--- src/rtl/mreg_xfer_seq.sv ---
module mreg_xfer_seq #(
  parameter int MASK_W = 16,
  parameter int ADDR_W = 24,
  parameter int DATA_W = 16,
  parameter int IDX_W  = $clog2(MASK_W),
  parameter int CNT_W  = $clog2(MASK_W + 1)
) (
  input  logic              clk,
  input  logic              rst_n,
  input  logic              start,
  input  logic              dir,
  input  logic [MASK_W-1:0] mask,
  input  logic [ADDR_W-1:0] base_addr,
  input  logic              resume,
  input  logic              sv_wr,
  input  logic [ADDR_W-1:0] sv_wr_base,
  input  logic [CNT_W-1:0]  sv_wr_count,
  input  logic              sv_wr_dir,
  input  logic              sv_wr_mv,
  output logic [ADDR_W-1:0] sv_base,
  output logic [CNT_W-1:0]  sv_count,
  output logic              sv_dir,
  output logic              sv_mv,
  output logic [IDX_W-1:0]  rf_sel,
  input  logic [DATA_W-1:0] rf_rdata,
  output logic              rf_we,
  output logic [DATA_W-1:0] rf_wdata,
  output logic              bus_req,
  output logic              bus_we,
  output logic [ADDR_W-1:0] bus_addr,
  output logic [DATA_W-1:0] bus_wdata,
  input  logic [DATA_W-1:0] bus_rdata,
  input  logic              bus_ack,
  input  logic              bus_err,
  output logic              busy,
  output logic              faulted,
  output logic              done,
  output logic              fault
);

  typedef enum logic [1:0] {IDLE, SCAN, XFER, PARK} state_t;

  state_t            st;
  logic [MASK_W-1:0] mask_q;
  logic [ADDR_W-1:0] base_q;
  logic              dir_q, mv_q, done_q, fault_q;
  logic [CNT_W-1:0]  cnt_q, seen_q;
  logic [IDX_W-1:0]  ptr_q;
  logic [MASK_W-1:0] hi;
  logic              rest_empty, hit;

  assign hi         = mask_q >> ptr_q;
  assign rest_empty = (hi >> 1) == '0;
  assign hit        = mask_q[ptr_q];

  assign bus_req   = st == XFER;
  assign bus_we    = ~dir_q;
  assign bus_addr  = base_q + ADDR_W'({cnt_q, 1'b0});
  assign bus_wdata = rf_rdata;
  assign rf_sel    = ptr_q;
  assign rf_we     = bus_req && bus_ack && !bus_err && dir_q;
  assign rf_wdata  = bus_rdata;

  assign busy    = st != IDLE;
  assign faulted = st == PARK;
  assign done    = done_q;
  assign fault   = fault_q;
  assign sv_base  = base_q;
  assign sv_count = cnt_q;
  assign sv_dir   = dir_q;
  assign sv_mv    = mv_q;

  always_ff @(posedge clk or negedge rst_n) begin
    if (!rst_n) begin
      st      <= IDLE;
      mask_q  <= '0;
      base_q  <= '0;
      dir_q   <= 1'b0;
      mv_q    <= 1'b0;
      cnt_q   <= '0;
      seen_q  <= '0;
      ptr_q   <= '0;
      done_q  <= 1'b0;
      fault_q <= 1'b0;
    end else begin
      done_q  <= 1'b0;
      fault_q <= 1'b0;
      case (st)
        IDLE: if (start) begin
          mask_q <= mask;
          base_q <= base_addr;
          dir_q  <= dir;
          mv_q   <= 1'b0;
          cnt_q  <= '0;
          seen_q <= '0;
          ptr_q  <= '0;
          if (mask == '0) done_q <= 1'b1;
          else            st     <= SCAN;
        end
        SCAN: begin
          if (hit && seen_q == cnt_q) begin
            st <= XFER;
          end else if (rest_empty) begin
            st     <= IDLE;
            mv_q   <= 1'b0;
            done_q <= 1'b1;
          end else begin
            ptr_q <= ptr_q + 1'b1;
            if (hit) seen_q <= seen_q + 1'b1;
          end
        end
        XFER: begin
          if (bus_err) begin
            st      <= PARK;
            mv_q    <= 1'b1;
            fault_q <= 1'b1;
          end else if (bus_ack) begin
            cnt_q  <= cnt_q + 1'b1;
            seen_q <= seen_q + 1'b1;
            if (rest_empty) begin
              st     <= IDLE;
              mv_q   <= 1'b0;
              done_q <= 1'b1;
            end else begin
              ptr_q <= ptr_q + 1'b1;
              st    <= SCAN;
            end
          end
        end
        PARK: begin
          if (resume) begin
            mask_q <= mask;
            ptr_q  <= '0;
            seen_q <= '0;
            if (!mv_q) begin
              cnt_q  <= '0;
              base_q <= base_addr;
            end
            if (mask == '0) begin
              st     <= IDLE;
              mv_q   <= 1'b0;
              done_q <= 1'b1;
            end else begin
              st <= SCAN;
            end
          end else if (sv_wr) begin
            base_q <= sv_wr_base;
            cnt_q  <= sv_wr_count;
            dir_q  <= sv_wr_dir;
            mv_q   <= sv_wr_mv;
          end
        end
        default: st <= IDLE;
      endcase
    end
  end

endmodule

--- config.mk ---
export PLATFORM = sky130hd
export DESIGN_NAME = mreg_xfer_seq
export DESIGN_NICKNAME = d
export VERILOG_FILES = /design/src/rtl/mreg_xfer_seq.sv
export SDC_FILE = /design/constraint.sdc
export NUM_CORES = 1
export LEC_CHECK = 0
export BUFFER_PORTS_ARGS = -buffer_cell sky130_fd_sc_hd__buf_4
export CORE_MARGIN = 4
export CORE_UTILIZATION = 35
export DETAILED_ROUTE_END_ITERATION = 12
export GPL_ROUTABILITY_DRIVEN = 0
export HOLD_SLACK_MARGIN = 0.08
export SLEW_MARGIN = 20
export SYNTH_ARGS = -nofsm -noshare
export SYNTH_HDL_FRONTEND = slang
export SYNTH_SLANG_ARGS = --single-unit
export TNS_END_PERCENT = 5
--- constraint.sdc ---
create_clock -name clk -period 3.6 [get_ports clk]
set_clock_uncertainty 0.1 [all_clocks]
set_input_delay 0.72 -clock clk [delete_from_list [all_inputs] [get_ports clk]]
set_output_delay 0.72 -clock clk [all_outputs]
set_load 0.05 [all_outputs]
==> summary.txt, run 1 <==
Logic synthesis
  – Synth Instances: 490
  – Post-synth top area cell: dfrtp_1
  – Synth warn: 0
  – Post-synth ARST share: 100%
  – Commonest register cell after synthesis: dfrtp_1
  – Synth top area cells: dfrtp_1 35%, nand2_1 6.9%, buf_4 6.1%
  – Synthesized area: 4300 um^2
  – FF+latch count, synth: 60
  – Post-synth EDFFs: 0
  – Post-synth top cells: 79 x nand2_1, 60 x dfrtp_1, 45 x nor2_1, 35 x buf_4, 24 x a31oi_1
  – Yosys cell types: 59
  – Synth top area share: 34.9%
  – Average cell area after synthesis: 8.78 um^2
  – Most frequent cell after synthesis: nand2_1
  – Net count after synthesis: 614
  – Register area share after synthesis: 34.9%

Pwr
  – Static leakage: 2.53 nW
  – Total power: 6.42 mW
  – Worst vdd ir: 0.000493 V
  – Power per cell area: 1150 nW/um^2

Clock tree
  – TritonCTS Buffers: 9
  – H-tree depth: 3
  – Clk sink count: 60
  – Reg clk slew, reported paths: 50 ps
  – Clock Path Buffers: 2
  – Worst skew pair latency: 320 ps
  – CTS tree: yes
  – Root Buffer Master: clkbuf_16

STA
  – Unrepaired setup endpoints after global routing: no
  – Fmax: 295 MHz
  – Period utilisation layout: 94.0%
  – Final hold vios: 0
  – # setup viols final: 0
  – Minimum clock period: 3390 ps
  – Final Slew Violations: 0
  – Max_slew headroom: 46.1%
  – Slew @ Worst Pin: 808 ps
  – Final setup margin: 214 ps

Hold path
  – Hold Crit Class: primary input to asynchronous set/reset pin

Floorplan
  – Starting density of the core: 35.8%
  – Site row count: 40
  – Die area: 14100 um^2
  – Die X: 119 um
  – Ports: 209
  – Core Region: 12000 um^2
  – Die height: 119 um

Setup path
  – CP arrival: 2570 ps
  – CP max stage cell: dfrtp_1
  – CP required: 2780 ps
  – CP dominant cell by count: buf_4
  – Critical Path Fanout Max: 3
  – Cell Chain, Critical Path: ha_1 > inv_1 > fa_2 > nor2b_1 > o21a_1 > o21ai_1 > a21oi_2 > buf_4 > nand3_1 > xnor2_1 > buf_4
  – Slowest stage delay, CP: 370 ps
  – Critical Path End Type: output port
  – Startpoint type of the worst setup path: register
  – Kind of critical path: register to output port

Detailed routing
  – DRC violations left: 0
  – Post-DR wirelength/cell: 16.9 um
  – Pre-antenna DRT Iters: 4
  – Routed Antenna Nets: 0
  – Via density: 5.33
  – Initial DRC count: 178
  – Routed WL: 12700 um
  – Vias: 3994

Placement
  – DP HPWL: 9800 um
  – Pre-CTS setup slack: 219 ps
  – Port-buffer cells: 144

Global route
  – First-pass GRT wire length: 19900 um
  – Grt total ovfl: 0
  – Vias in the first global route: 3837
  – Largest net degree at the start of global routing: 61
  – Antenna violations before repair: 0
  – Gr usage total: 17.4%

Run status
  – Status: complete, no violations

Final layout
  – Area Overhead vs Synth: 30.2%
  – NumNets Final: 724
  – Share of cells above drive strength 1: 35.7%
  – Ant diodes: 0

Flow run
  – Max Cap Viol: 0
-- flip-flops by register name (all words and copies together), names as in the netlist --
register,count
done,1
sv_mv,1
fault,1
seen_q,5
sv_dir,1
mask_q,16
rf_sel,4
sv_base,24
sv_count,5
st,2
-- report_power, final --
group | internal, mW | switching (mW)
clock | 0.472 | 0.289
sequential | 0.987 | 0.465
combinational | 1.54 | 2.66
total | 3.00 | 3.42
-- per-stage QoR --
step                      utilization (%)  instance area, um^2  hold slack, ps  std cells  setup TNS, ps
after floorplan                         -                 4340             324        490           -344
after global placement               44.1                 5290             397        734              0
after detailed placement             44.1                 5290             407        734              0
after CTS                            46.3                 5560             415        748              0
after global routing                 46.6                 5600             455        750              0
final                                46.6                 5600             391        750              0
-- worst max-delay path, delay by kind of cell, from the launching register on --
kind	cells	cell delay [ps]
fa+ha+maj	2	550
buf+inv	3	450
compound gates	3	450
flops	1	370
simple gates	2	210
xor+xnor	1	200
-- layout by cell type (no fill, tap or decap), drive strengths merged, types with 5 or more instances in the layout --
| master | Yosys | layout |
|---|---|---|
| a211oi | 6 | 6 |
| a21oi | 17 | 17 |
| a31oi | 24 | 24 |
| buf | 41 | 153 |
| clkbuf | 13 | 11 |
| dfrtp | 60 | 60 |
| ha | 12 | 12 |
| inv | 22 | 22 |
| mux2 | 20 | 20 |
| mux2i | 14 | 14 |
| nand2 | 79 | 79 |
| nand2b | 11 | 11 |
| nand3 | 14 | 14 |
| nand4 | 6 | 6 |
| nor2 | 46 | 46 |
| nor2b | 5 | 5 |
| nor3 | 10 | 10 |
| o21ai | 10 | 10 |
| xnor2 | 18 | 18 |
| xor2 | 8 | 8 |
-- final timing paths --
path | end | slack, ps | startpoint | cells past startpoint
min in group clk | sv_dir$_DFFE_PN0P_ | 410 | sv_dir$_DFFE_PN0P_ | 2
min reg2reg | sv_dir$_DFFE_PN0P_ | 410 | sv_dir$_DFFE_PN0P_ | 2
max | bus_addr[13] | 210 | sv_base[1]$_DFFE_PN0P_ | 11
min | sv_base[0]$_DFFE_PN0P_ | 390 | rst_n | 1
max in group asynchronous | mask_q[10]$_DFFE_PN0P_ | 2480 | rst_n | 1
max reg2reg | seen_q[4]$_DFFE_PN0P_ | 650 | rf_sel[1]$_DFFE_PN0P_ | 6
-- final cells by class --
type                            count  area [um^2]
Clock buffer                       11          243
Clock inverter                      3         15.0
Fill cell                        1193         6410
Inverter                           22         82.6
Multi-Input combinational cell    354         2420
Sequential cell                    60         1500
Tap cell                          147          184
Timing Repair Buffer              153         1150
-- logic make-up after synthesis --
| group | Yosys count | synth area share, % |
|---|---|---|
| AO/OA/AOI/OAI | 89 | 14.6 |
| XOR/XNOR | 26 | 5.29 |
| adder cells (fa/ha/maj) | 13 | 3.96 |
| multiplexers | 38 | 10.9 |
| AND/OR/NAND/NOR | 188 | 19.7 |
| flip-flops | 60 | 34.9 |
| buffers and inverters | 76 | 10.6 |
-- what timing repair did --
| item | CTS | global route |
|---|---|---|
| setup endpoints to repair | 4 | 10 |
| hold buffers | 0 | 0 |
| buffers inserted | 0 | 2 |
| pin swaps | 0 | 2 |
| gates resized for setup | 2 | 9 |
-- routing by layer --
metal	part of all wire, %	vias to the layer above	track usage, %	wire length [um]
li1	-	1910	-	-
met1	45	1902	23.1	5650
met2	47	155	27.0	5920
met3	5.9	27	4.13	754
met4	2.8	0	7.53	349
met5	0	-	0	0
No activity file was read; power rests on OpenSTA's default activity.
==> inputs of run 2 (changes only) <==
Settings changed: CORE_UTILIZATION 35 to 47, PLACE_DENSITY from default to 0.81, SLEW_MARGIN 20 to default.
==> run 2 against run 1 <==
  * Sequential cell count stayed put
  * Utilization is 16 points higher
  * Hold slack worse by 48 ps
  * Critical path type unchanged
  * First-iteration DRC count is 73% higher
  * Global-route usage is 5.1 points higher
  * Via count is 0.55% higher
  * Sequential power hardly changed
  * Register-to-register slack better by 80 ps
  * Setup slack worse by 110 ps
==> summary.txt, run 2 (synthesized netlist as in run 1, its figures left out) <==
Run status
  – Status: complete, no violations

Setup path
  – Critical Path End Type: output port
  – Critical Path Fanout Max: 5
  – CP Depth: 11
  – CP arrival: 2680 ps
  – CP Buf/Inv Count: 2
  – Kind of critical path: register to output port
  – Cell family with most CP delay: adder cells
  – Startpoint type of the worst setup path: register
  – Reg2Reg Depth: 6
  – CP max stage cell: fa_1
  – Slowest stage delay, CP: 400 ps
  – Cell Chain, Critical Path: ha_1 > inv_1 > fa_1 > nor2b_1 > o21a_1 > o21ai_1 > a21oi_2 > nand2b_4 > nor2_2 > xor2_2 > buf_6
  – CP required: 2780 ps

Final layout
  – Cell Count, Final, Fillers Out: 711
  – NumNets Final: 722
  – Area occupied by multi-input gates: 2420 um^2
  – Filler Cell Count: 735
  – Reg area: 1500 um^2
  – Design Area, Final: 5500 um^2
  – Commonest non-fill, non-tap cell in the layout: buf_4
  – Max FFs per register: 24
  – Util after Layout: 62.4%
  – Ant diodes: 0
  – Commonest non-fill, non-tap cells in the layout: 149 x buf_4, 79 x nand2_1, 59 x dfrtp_1
  – Share of cells above drive strength 1: 35.7%
  – Area Overhead vs Synth: 27.8%

Floorplan
  – Core Region: 8810 um^2
  – Site row count: 34
  – Starting density of the core: 48.8%
  – Die X: 104 um
  – Ports: 209
  – Die height: 104 um
  – Die area: 10700 um^2

Global route
  – Grt total ovfl: 0
  – Gr usage total: 22.4%
  – Vias in the first global route: 3900
  – Largest net degree at the start of global routing: 61
  – First-pass GRT wire length: 19800 um
  – Antenna violations before repair: 0

Placement
  – Port-buffer cells: 144
  – Placed Area: 5240 um^2
  – DP HPWL: 9310 um
  – Cells after DPL: 694
  – Pre-CTS setup slack: 272 ps

Clock tree
  – Worst skew pair latency: 350 ps
  – TritonCTS Buffers: 9
  – Root Buffer Master: clkbuf_8
  – Clock Path Buffers: 2
  – Clk sink count: 60
  – Reg clk slew, reported paths: 70 ps
  – CTS tree: yes
  – Hold buffers post-CTS: 0
  – H-tree depth: 3

STA
  – Fmax: 286 MHz
  – Minimum clock period: 3500 ps
  – # setup viols final: 0
  – Final Slew Violations: 0
  – Max_slew headroom: 48.6%
  – WHS: 344 ps
  – Setup TNS Final: 0 ps
  – Final setup margin: 102 ps
  – Final hold vios: 0
  – Period utilisation layout: 97.2%
  – Slew @ Worst Pin: 772 ps

Detailed routing
  – Initial DRC count: 308
  – DRC violations left: 0
  – Vias: 4016
  – Routed WL: 12300 um
  – Routed Antenna Nets: 0
  – Post-DR wirelength/cell: 17.3 um
  – Pre-antenna DRT Iters: 6
  – Via density: 5.65

Pwr
  – Total power: 6.37 mW
  – Power per cell area: 1160 nW/um^2
  – Static leakage: 2.50 nW
  – Worst vdd ir: 0.000609 V

Flow run
  – Max Cap Viol: 0

Hold path
  – Hold Crit Class: primary input to asynchronous set/reset pin
==> run 2: cell count changes in the layout (fill, tap and decap cells not counted) <==
cell	delta
buf_4	-3
buf_6	+1
bufinv_16	+2
clkbuf_16	-9
clkbuf_8	+9
dfrtp_1	-1
dfrtp_2	+1
fa_1	+1
fa_2	-1
==> run 2: worst register-to-register path, stage by stage (launching register included) <==
cell and delay, ps:
dfrtp_1 760, mux2i_1 290, mux4_2 320, mux2i_4 110
a31o_4 290, or3_1 490, a221o_1 390
==> run 2: cell type report <==
class	instances	area share, %
clock inverter	5	1.37
inverter	22	1.50
timing repair buffer	151	20.8
clock buffer	11	2.57
sequential	60	27.3
multi-input combinational	354	44.0
tap	108	2.46
==> run 2: power breakdown <==
part	leakage (nW)	internal, mW	switching, mW
clock network	0.113	0.405	0.276
logic	1.67	1.53	2.70
registers	0.717	0.986	0.474
==> run 2: worst paths after layout <==
path	start	endpoint	slack (ps)
max	sv_base[1]$_DFFE_PN0P_	bus_addr[17]	100
min	rst_n	mask_q[11]$_DFFE_PN0P_	340
max reg2reg	rf_sel[2]$_DFFE_PN0P_	seen_q[3]$_DFFE_PN0P_	730
min reg2reg	sv_dir$_DFFE_PN0P_	sv_dir$_DFFE_PN0P_	410
max in group asynchronous	rst_n	sv_count[1]$_DFFE_PN0P_	2500
min in group clk	sv_dir$_DFFE_PN0P_	sv_dir$_DFFE_PN0P_	410
==> run 2: layer usage <==
layer	vias to the layer above	global-route usage [%]	routed length [um]
met3	42	4.79	786
met5	-	0	0
li1	1892	-	-
met1	1904	28.2	5080
met2	178	37.0	5970
met4	0	10.5	428
==> run 2: timing repair <==
item                                    CTS  global route
pin swaps                                 1             1
setup buffers                             0             1
resized for setup                         4             9
endpoints found under the setup margin    4             8
